<file path="config.mk">
export PLATFORM = sky130hd
export DESIGN_NAME = opbank_core
export DESIGN_NICKNAME = d
export VERILOG_FILES = /design/src/rtl/opbank_pkg.sv /design/src/rtl/opbank_decode.sv /design/src/rtl/opbank_results.sv /design/src/rtl/opbank_seq.sv /design/src/rtl/opbank_core.sv
export SDC_FILE = /design/constraint.sdc
export NUM_CORES = 1
export LEC_CHECK = 0
export BUFFER_PORTS_ARGS = -buffer_cell sky130_fd_sc_hd__buf_2
export CAP_MARGIN = 15
export CORE_ASPECT_RATIO = 0.8
export CORE_MARGIN = 5
export CORE_UTILIZATION = 23
export DETAILED_ROUTE_END_ITERATION = 8
export PLACE_DENSITY_LB_ADDON = 0.25
export REMOVE_ABC_BUFFERS = 1
export SLEW_MARGIN = 20
export SYNTH_ARGS = -nofsm -noshare
export SYNTH_HDL_FRONTEND = slang
export SYNTH_HIERARCHICAL = 1
export SYNTH_SLANG_ARGS = --single-unit
</file>
<file path="constraint.sdc">
create_clock -name clk -period 8.75 [get_ports clk]
set_input_delay 2.625 -clock clk [delete_from_list [all_inputs] [get_ports clk]]
set_output_delay 2.625 -clock clk [all_outputs]
set_load 0.01 [all_outputs]
</file>
<file path="src/rtl/opbank_pkg.sv">
package opbank_pkg;

  localparam int INSTR_W = 24;
  localparam int OPC_W   = 6;
  localparam int FLD_W   = INSTR_W - OPC_W;

  localparam logic [OPC_W-1:0] OPC_LDA  = 6'h01;
  localparam logic [OPC_W-1:0] OPC_LDB  = 6'h02;
  localparam logic [OPC_W-1:0] OPC_SETC = 6'h03;
  localparam logic [OPC_W-1:0] OPC_STC  = 6'h04;
  localparam logic [OPC_W-1:0] OPC_SUM  = 6'h05;
  localparam logic [OPC_W-1:0] OPC_SHR  = 6'h06;
  localparam logic [OPC_W-1:0] OPC_JMP  = 6'h07;
  localparam logic [OPC_W-1:0] OPC_JGT  = 6'h08;
  localparam logic [OPC_W-1:0] OPC_HALT = 6'h3F;

  typedef enum logic [1:0] {
    SRC_C   = 2'd0,
    SRC_SUM = 2'd1,
    SRC_SHR = 2'd2
  } wsrc_e;

  typedef enum logic {
    PH_ISSUE = 1'b0,
    PH_EXEC  = 1'b1
  } phase_e;

  typedef struct packed {
    logic  ld_a;
    logic  ld_b;
    logic  set_c;
    logic  wr;
    logic  jmp;
    logic  jgt;
    logic  halt;
    wsrc_e src;
  } ctrl_t;

endpackage

</file>
<file path="src/rtl/opbank_decode.sv">
module opbank_decode
  import opbank_pkg::*;
(
  input  logic [OPC_W-1:0] opc,
  output ctrl_t            ctrl
);

  always_comb begin
    ctrl = '{ld_a: 1'b0, ld_b: 1'b0, set_c: 1'b0, wr: 1'b0,
             jmp: 1'b0, jgt: 1'b0, halt: 1'b0, src: SRC_C};
    case (opc)
      OPC_LDA:  ctrl.ld_a  = 1'b1;
      OPC_LDB:  ctrl.ld_b  = 1'b1;
      OPC_SETC: ctrl.set_c = 1'b1;
      OPC_STC: begin
        ctrl.wr  = 1'b1;
        ctrl.src = SRC_C;
      end
      OPC_SUM: begin
        ctrl.wr  = 1'b1;
        ctrl.src = SRC_SUM;
      end
      OPC_SHR: begin
        ctrl.wr  = 1'b1;
        ctrl.src = SRC_SHR;
      end
      OPC_JMP:  ctrl.jmp  = 1'b1;
      OPC_JGT:  ctrl.jgt  = 1'b1;
      OPC_HALT: ctrl.halt = 1'b1;
      default:  ;
    endcase
  end

endmodule

</file>
<file path="src/rtl/opbank_results.sv">
module opbank_results #(
  parameter int DATA_W = 16
) (
  input  logic [DATA_W-1:0] a,
  input  logic [DATA_W-1:0] b,
  output logic [DATA_W-1:0] sum,
  output logic [DATA_W-1:0] shr,
  output logic              gt
);

  localparam int SHW = (DATA_W > 1) ? $clog2(DATA_W) : 1;

  // log-depth shifter: stage k shifts by 2**k when bit k of b is set
  logic [DATA_W-1:0] stage [0:SHW];
  logic              too_far;

  assign stage[0] = a;

  for (genvar k = 0; k < SHW; k++) begin : g_shift
    assign stage[k+1] = b[k] ? (stage[k] >> (2 ** k)) : stage[k];
  end

  assign too_far = |(b >> SHW);
  assign shr     = too_far ? '0 : stage[SHW];
  assign sum     = a + b;
  assign gt      = (a > b);

endmodule

</file>
<file path="src/rtl/opbank_seq.sv">
module opbank_seq
  import opbank_pkg::*;
#(
  parameter int PC_W = 8
) (
  input  logic            clk,
  input  logic            rst_n,
  input  logic            do_jmp,
  input  logic            do_jgt,
  input  logic            do_halt,
  input  logic            a_gt_b,
  input  logic [PC_W-1:0] target,
  output phase_e          phase,
  output logic [PC_W-1:0] pc,
  output logic            halted
);

  phase_e          phase_d;
  logic [PC_W-1:0] pc_d;
  logic            halted_d;
  logic            step_en;

  assign step_en = ~halted;

  always_comb begin
    phase_d  = phase;
    pc_d     = pc;
    halted_d = halted;
    if (step_en) begin
      case (phase)
        PH_ISSUE: phase_d = PH_EXEC;
        PH_EXEC: begin
          phase_d = PH_ISSUE;
          if (do_halt) begin
            halted_d = 1'b1;
          end else if (do_jmp || (do_jgt && a_gt_b)) begin
            pc_d = target;
          end else begin
            pc_d = pc + 1'b1;
          end
        end
        default: phase_d = PH_ISSUE;
      endcase
    end
  end

  always_ff @(posedge clk or negedge rst_n) begin
    if (!rst_n) begin
      phase  <= PH_ISSUE;
      pc     <= '0;
      halted <= 1'b0;
    end else if (step_en) begin
      phase  <= phase_d;
      pc     <= pc_d;
      halted <= halted_d;
    end
  end

endmodule

</file>
<file path="src/rtl/opbank_core.sv">
module opbank_core
  import opbank_pkg::*;
#(
  parameter int DATA_W  = 16,
  parameter int PC_W    = 8,
  parameter int DADDR_W = 10
) (
  input  logic               clk,
  input  logic               rst_n,
  output logic [PC_W-1:0]    imem_addr,
  input  logic [INSTR_W-1:0] imem_data,
  output logic [DADDR_W-1:0] dmem_addr,
  output logic               dmem_we,
  output logic [DATA_W-1:0]  dmem_wdata,
  input  logic [DATA_W-1:0]  dmem_rdata,
  output logic               halted
);

  // reset: asserted asynchronously, released on the clock
  logic [1:0] rsync_q;
  logic       rst_core_n;

  always_ff @(posedge clk or negedge rst_n) begin
    if (!rst_n) rsync_q <= 2'b00;
    else        rsync_q <= {rsync_q[0], 1'b1};
  end
  assign rst_core_n = rsync_q[1];

  // state
  phase_e              phase_q;
  logic [INSTR_W-1:0]  ir_q;
  logic [DATA_W-1:0]   a_q, b_q, c_q;
  logic [PC_W-1:0]     pc_q;

  // decoded fields
  logic [OPC_W-1:0]    ir_opc;
  logic [FLD_W-1:0]    ir_fld;
  logic [FLD_W-1:0]    fetch_fld;
  logic [DATA_W-1:0]   c_imm;
  ctrl_t               ctrl;
  logic                in_exec;
  logic                ir_en, a_en, b_en, c_en;
  logic                unused_ir;

  // result bank
  logic [DATA_W-1:0]   res_sum, res_shr;
  logic                res_gt;

  assign ir_opc    = ir_q[INSTR_W-1:FLD_W];
  assign ir_fld    = ir_q[FLD_W-1:0];
  assign fetch_fld = imem_data[FLD_W-1:0];
  assign c_imm     = DATA_W'(ir_fld);
  assign in_exec   = (phase_q == PH_EXEC);
  assign unused_ir = ^ir_q;

  opbank_decode u_dec (
    .opc  (ir_opc),
    .ctrl (ctrl)
  );

  opbank_results #(.DATA_W(DATA_W)) u_res (
    .a   (a_q),
    .b   (b_q),
    .sum (res_sum),
    .shr (res_shr),
    .gt  (res_gt)
  );

  opbank_seq #(.PC_W(PC_W)) u_seq (
    .clk     (clk),
    .rst_n   (rst_core_n),
    .do_jmp  (ctrl.jmp),
    .do_jgt  (ctrl.jgt),
    .do_halt (ctrl.halt),
    .a_gt_b  (res_gt),
    .target  (PC_W'(ir_fld)),
    .phase   (phase_q),
    .pc      (pc_q),
    .halted  (halted)
  );

  // clock enables
  assign ir_en = ~in_exec & ~halted;
  assign a_en  = in_exec & ctrl.ld_a;
  assign b_en  = in_exec & ctrl.ld_b;
  assign c_en  = in_exec & ctrl.set_c;

  always_ff @(posedge clk or negedge rst_core_n) begin
    if (!rst_core_n) ir_q <= '0;
    else if (ir_en)  ir_q <= imem_data;
  end

  always_ff @(posedge clk or negedge rst_core_n) begin
    if (!rst_core_n) a_q <= '0;
    else if (a_en)   a_q <= dmem_rdata;
  end

  always_ff @(posedge clk or negedge rst_core_n) begin
    if (!rst_core_n) b_q <= '0;
    else if (b_en)   b_q <= dmem_rdata;
  end

  always_ff @(posedge clk or negedge rst_core_n) begin
    if (!rst_core_n) c_q <= '0;
    else if (c_en)   c_q <= c_imm;
  end

  // memory ports
  assign imem_addr = pc_q;
  assign dmem_addr = in_exec ? DADDR_W'(ir_fld) : DADDR_W'(fetch_fld);
  assign dmem_we   = in_exec & ctrl.wr & ~halted;

  always_comb begin
    case (ctrl.src)
      SRC_C:   dmem_wdata = c_q;
      SRC_SUM: dmem_wdata = res_sum;
      SRC_SHR: dmem_wdata = res_shr;
      default: dmem_wdata = '0;
    endcase
  end

endmodule

</file>
==> metrics.txt, run 1 <==
IO Pins=78; Critical Path Source Type=register; TritonCTS clock tree=yes; Crit Path Class=register to primary output; worst hold path type=register to asynchronous set/reset pin; Clock Tree Root=clkbuf_16; share of cells above drive strength 1=30.2%; M1 WL=8220 um; total negative setup slack=0 ns; Worst-path clk slew=0.07 ns; slowest stage cell, crit path=dfrtp_1; Post-Syn Area per Cell=10.5 sq um; violation count after the first detailed-routing iteration=308; cell taking the most area after synthesis=dfrtp_1; P&R area growth vs syn=16.7%; largest net degree at the start of global routing=70; Critical Path AT=3.36 ns; port buffer count=75; R2R setup slack=5.73 ns; H-tree Lvls=3; WL final=15500 um; R2R cell count=11; Clock Skews=0.0114 ns; CP required=6.12 ns; endpoints failing setup=0; worst skew pair latency=0.35 ns; RSZ-0062 raised after global routing=no; max-cap viol count=0; VDD IR max=0.000121 V; Post-Syn Area=5920 sq um; antenna cells=0; Synth top area share=34.7%; top post-synthesis cells by area=dfrtp_1 (35%), mux2_4 (7.6%), ha_1 (6.8%), mux2_2 (6.1%), mux2i_1 (5.7%); Max Slew Vio Count=0; total gr overflow=0; critical-path maximum fanout=23; DRT antenna net count=0; post-cts resize count=0; CP Capture Type=primary output; wire length on met3=743 um; width of the die=189 um; fin crit period=5.98 ns; relative slew slack=31.4%; pwr/cell area=436 nW/um^2; Hold Buf Count CTS=0; Net count, final=700; CP max stage delay=0.72 ns; total track usage=11.0%; post-synth cell types=63; sequential area share after synthesis=34.7%; Top Metal Used=met5; Max Clock Freq=167 MHz; ys async rst share=100%; Layout Cells excl Fill=954; # Post-CTS Setup Buffers=0; HPWL Detailed=12400 um; Total Power=3020 uW; Pleak=0.00311 uW; maximum clock path buffer count=2; GP Congestion=0.809; Synth Instances=563; Synth warnings=6; CP Cell Sequence=ha_1 -> fa_1 -> nor2b_1 -> o311ai_2 -> a21oi_2 -> a211oi_1 -> o2bb2ai_1 -> buf_2; first-pass GRT wire length=25600 um; die area=29100 sq um; Post-route DRC=0; per-cell routed wire length=16.3 um; initial core utilization=23.4%; total number of vias=4400; Worst-Margin Slew=1.02 ns; vias in the first global route=4374; EDFF count, synth=0; metal2 WL=6320 um; Hold Vio Cnt, Final=0; cell total after placement=938; clk sinks=82; TritonCTS Buffers=9; die height=154 um; vias per inst=4.61; Core Region=25300 sq um; first drt pass iteration count=4; initial antenna violation count=1; status=completed; Seq cells post-synth=82; Rows=52; period utilization=68.3%; top_reg_cell synth=dfrtp_1
critical path: cells and delay by family (launching register included):
kind / cells / cell delay (ns)
AOI/OAI and AO/OA: 4 / 1.11
adders and majority gates: 2 / 0.81
DFF: 1 / 0.72
and+or+nand+nor: 1 / 0.18
buffers and inverters: 1 / 0.18
logic make-up (layout without fill, tap and decap cells):
family	after synthesis	after routing	share of synthesized area (%)
flip-flops	82	82	34.7
adder cells (fa/ha/maj)	33	33	7.10
other	1	1	0.0633
buffers and inverters	54	121	4.69
AND/OR/NAND/NOR	150	150	13.7
XOR/XNOR	10	10	1.48
multiplexers	119	119	24.4
AO/OA/AOI/OAI	114	114	13.9
stage by stage:
stage | utilization [%] | area [sq um] | hold slack (ns) | setup WS [ns]
after global placement | 25.9 | 6560 | 0.162 | 3.01
final | 27.3 | 6910 | 0.158 | 2.77
after floorplan | - | 5740 | 0.331 | 3.23
after detailed placement | 25.9 | 6560 | 0.162 | 3.00
after CTS | 27.3 | 6910 | 0.168 | 2.75
after global routing | 27.3 | 6910 | 0.183 | 2.50
final timing paths:
path | start | endpoint
worst min-delay path | rsync_q[1]$_DFF_PN0_ | ir_q[19]$_DFFE_PN0P_
max in group asynchronous | rst_n | rsync_q[1]$_DFF_PN0_
worst max-delay path | b_q[0]$_DFFE_PN0P_ | dmem_wdata[14]
worst max register to register | a_q[13]$_DFFE_PN0P_ | u_seq/pc[6]$_DFFE_PN0P_
min in group clk | rsync_q[0]$_DFF_PN0_ | rsync_q[1]$_DFF_PN0_
worst min register to register | rsync_q[1]$_DFF_PN0_ | ir_q[19]$_DFFE_PN0P_
area by class of cell:
| cell class | count | area (sq um) |
|---|---|---|
| Sequential cell | 82 | 2060 |
| Clock buffer | 9 | 225 |
| Fill cell | 2690 | 18400 |
| Inverter | 26 | 97.6 |
| Multi-Input combinational cell | 427 | 3600 |
| Timing Repair Buffer | 79 | 405 |
| Tap cell | 324 | 405 |
| Clock inverter | 7 | 125 |
Yosys cell counts (all sizes together) (4+ instances only):
library cell  number
inv               26
a21oi             36
and3               5
a31oi              4
ha                32
clkbuf             6
mux2i             34
a21o               4
nand2             35
nand4              6
mux2              82
nor4               6
nand2b             8
o22ai              6
a211o              5
nor2              44
nand3             12
a211oi             7
nor3               5
o2bb2ai           17
nor2b             13
o21ai             16
dfrtp             82
buf               22
xnor2              7
power breakdown:
group	internal [uW]	switching (uW)	total, uW
clock	281	168	449
combinational	805	922	1730
sequential	567	272	839
total	1650	1360	3020
state kept, by name, indices dropped and copies added, names as in the netlist:
register	flops
a_q	16
u_seq/phase	1
b_q	16
u_seq/pc	8
u_seq/halted	1
c_q	16
ir_q	22
rsync_q	2
layout by cell type (no fill, tap or decap), types with 4 or more instances in the layout:
cell type  synthesis  layout
dfrtp_1           82      81
buf_2              9      75
nor2_1            41      40
mux2i_1           34      34
mux2_2            32      32
nand2_1           32      32
ha_1              32      32
mux2_4            30      30
a21oi_1           29      29
inv_1             23      23
mux2_1            20      20
o2bb2ai_1         17      17
nand3_1           12      12
nor2b_1           12      11
o21ai_0           11      11
clkbuf_16          0       9
nand2b_1           8       8
a21oi_2            7       7
a211oi_1           7       7
xnor2_1            7       7
nand4_1            6       6
nor4_1             6       6
o22ai_1            6       6
nor3_1             5       5
a211o_1            5       5
o21ai_1            5       5
and3_1             5       5
buf_4              5       4
a21o_1             4       4
a31oi_1            4       4
metal layers:
metal,GRT usage (%),up-vias
met5,0,-
met4,2.96,2
met3,2.43,15
met2,15.3,81
met1,17.0,2112
li1,-,2190
(Power assumes the default switching activity.)
==> run 2: changes to the inputs <==
--- a/config.mk
+++ b/config.mk
@@ -5,6 +5,7 @@
 export SDC_FILE = /design/constraint.sdc
 export NUM_CORES = 1
 export LEC_CHECK = 0
+export ABC_AREA = 1
 export BUFFER_PORTS_ARGS = -buffer_cell sky130_fd_sc_hd__buf_2
 export CAP_MARGIN = 15
 export CORE_ASPECT_RATIO = 0.8
==> constraint.sdc (replaced) <==
create_clock -name clk -period 6.1 [get_ports clk]
set_input_delay 1.83 -clock clk [delete_from_list [all_inputs] [get_ports clk]]
set_output_delay 1.83 -clock clk [all_outputs]
set_load 0.01 [all_outputs]
==> run 2 against run 1 <==
Against the previous run:
- first-iteration DRC count is 5.8% higher
- critical endpoint is now dmem_wdata[11]
- wire length is 11% higher
- utilization is 0.80 points lower
- largest cell class unchanged
- count of clock-buffer cells in the layout stayed put
- sequential share of layout area is 1.0 points lower
- clock skew is 0.0046 ns lower
- largest power group is now the clock network
- clock power is 31% higher
- critical path depth is 6 higher
- sequential power is 35% lower
- via count is 27% higher
- power is 61% lower
==> metrics.txt, run 2 <==
status=completed; DRT antenna net count=0; per-cell routed wire length=13.2 um; top-count cell post-synth=nand2_1; top post-synthesis cells by area=dfrtp_1 (33%), nand2_1 (18%), o21ai_2 (8.5%), nand3_1 (7.2%), ha_1 (6.4%); HPWL Detailed=13600 um; post-synth cell types=38; Synth warnings=6; TritonCTS Buffers=9; placed inst area=6840 sq um; design area=7160 sq um; Hold Vio Cnt, Final=0; Worst-path clk slew=0.06 ns; first-pass GRT wire length=28800 um; Critical Path AT=3.25 ns; Pleak=0.00390 uW; initial core utilization=23.2%; initial antenna violation count=2; WL final=17300 um; Synth top area share=32.8%; RSZ-0062 raised after global routing=no; CP required=4.27 ns; share of cells above drive strength 1=20.4%; vias per inst=4.25; maximum clock path buffer count=2; cell taking the most area after synthesis=dfrtp_1; total gr overflow=0; CP Capture Type=primary output; Clock Skews=0.00678 ns; Hold Buf Count CTS=0; period utilization=83.2%; Synth Instances=885; max-cap viol count=0; violation count after the first detailed-routing iteration=326; total track usage=11.6%; # Post-CTS Setup Buffers=0; clk sinks=82; Post-Syn Area per Cell=7.07 sq um; Clock Tree Root=clkbuf_16; endpoints failing setup=0; first drt pass iteration count=7; fin crit period=5.08 ns; most frequent cells in the layout=nand2_1 (297), inv_1 (103), nand3_1 (90), dfrtp_1 (81), buf_2 (75); worst hold path type=register to register; IO Pins=78; critical-path maximum fanout=22; H-tree Lvls=3; worst skew pair latency=0.36 ns; Crit Path Class=register to primary output; Seq cells post-synth=82; commonest non-fill, non-tap cell in the layout=nand2_1; Critical Path Source Type=register; Rows=54; Max Clock Freq=197 MHz; Post-synth top cells=nand2_1 (297), inv_1 (103), nand3_1 (90), dfrtp_1 (82), o21ai_2 (61); port buffer count=75; relative slew slack=38.7%; pwr/cell area=164 nW/um^2; Final Util=26.5%; hold_ws=0.357 ns; Net count, final=1017; VDD IR max=0.000122 V; P&R area growth vs syn=14.4%; Post-route DRC=0; Core Region=27000 sq um; post-cts resize count=0; top_reg_cell synth=dfrtp_1; vias in the first global route=5397; max reg flops=22; Post-Syn Area=6260 sq um; antenna cells=0; total number of vias=5574; TritonCTS clock tree=yes; die height=158 um; width of the die=194 um; ys async rst share=100%; largest net degree at the start of global routing=81; GP Congestion=0.866; Max Slew Vio Count=0; Biggest register=ir_q; EDFF count, synth=0; total negative setup slack=0 ns; sequential area share after synthesis=32.8%; die area=30600 sq um; Worst-Margin Slew=0.917 ns
-- run 2: worst paths after layout --
kind / slack [ns] / cells after the start / start / end
worst max-delay path: 1.02 / 14 / b_q[2]$_DFFE_PN0P_ / dmem_wdata[11]
worst min-delay path: 0.36 / 0 / rsync_q[0]$_DFF_PN0_ / rsync_q[1]$_DFF_PN0_
worst max register to register: 3.02 / 17 / b_q[2]$_DFFE_PN0P_ / u_seq/pc[7]$_DFFE_PN0P_
worst min register to register: 0.36 / 0 / rsync_q[0]$_DFF_PN0_ / rsync_q[1]$_DFF_PN0_
max in group asynchronous: 4.75 / 1 / rst_n / rsync_q[1]$_DFF_PN0_
min in group asynchronous: 0.46 / 1 / rsync_q[1]$_DFF_PN0_ / ir_q[21]$_DFFE_PN0P_
-- run 2: per-stage QoR --
step           total power (uW)  worst slack [ns]  instances
2_1_floorplan               572              1.99        852
6_report                   1170              1.02       1311
5_1_grt                    1220             0.727       1311
3_5_place_dp                596              1.44       1295
3_3_place_gp                595              1.44       1295
4_1_cts                    1200              1.04       1311
-- run 2: cell type report --
class / count / area [sq um]
clock inverter: 7 / 93.8
sequential: 82 / 2060
inverter: 113 / 424
timing repair buffer: 79 / 409
clock buffer: 9 / 225
fill: 3065 / 19900
multi-input combinational: 657 / 3500
tap: 364 / 455
-- run 2: metal layers --
metal / track usage, % / routed length (um) / vias to the layer above
met2: 17.1 / 7250 / 113
li1: - / - / 2930
met5: 0 / 27 / -
met4: 2.48 / 150 / 4
met3: 2.89 / 801 / 15
met1: 17.1 / 9070 / 2512
-- run 2: cell families (layout without fill, tap and decap cells) --
| logic type | Yosys count | count (layout) | synth area share (%) |
|---|---|---|---|
| buf+inv | 146 | 208 | 11.4 |
| fa+ha+maj | 33 | 33 | 6.71 |
| flops | 82 | 82 | 32.8 |
| compound gates | 132 | 132 | 14.7 |
| simple gates | 481 | 481 | 32.9 |
| xor+xnor | 10 | 10 | 1.40 |
| other cells | 1 | 1 | 0.0599 |
-- run 2: critical path: stages (launching register included) --
cell and delay [ns]:
dfrtp_1 0.82, inv_1 0.42, ha_1 0.46, nor2_1 0.15, nand2_1 0.07, nand3_1 0.12
nand2_1 0.07, nand2_1 0.15, nand2_1 0.09, nand2_1 0.07, nand2_1 0.04, nand2_1 0.06
nand3_1 0.07, nand3_1 0.14, buf_2 0.15
-- run 2: where the power goes --
group | switching [uW] | internal [uW]
clock | 233 | 357
sequential | 0.228 | 545
combinational | 25.2 | 13.6
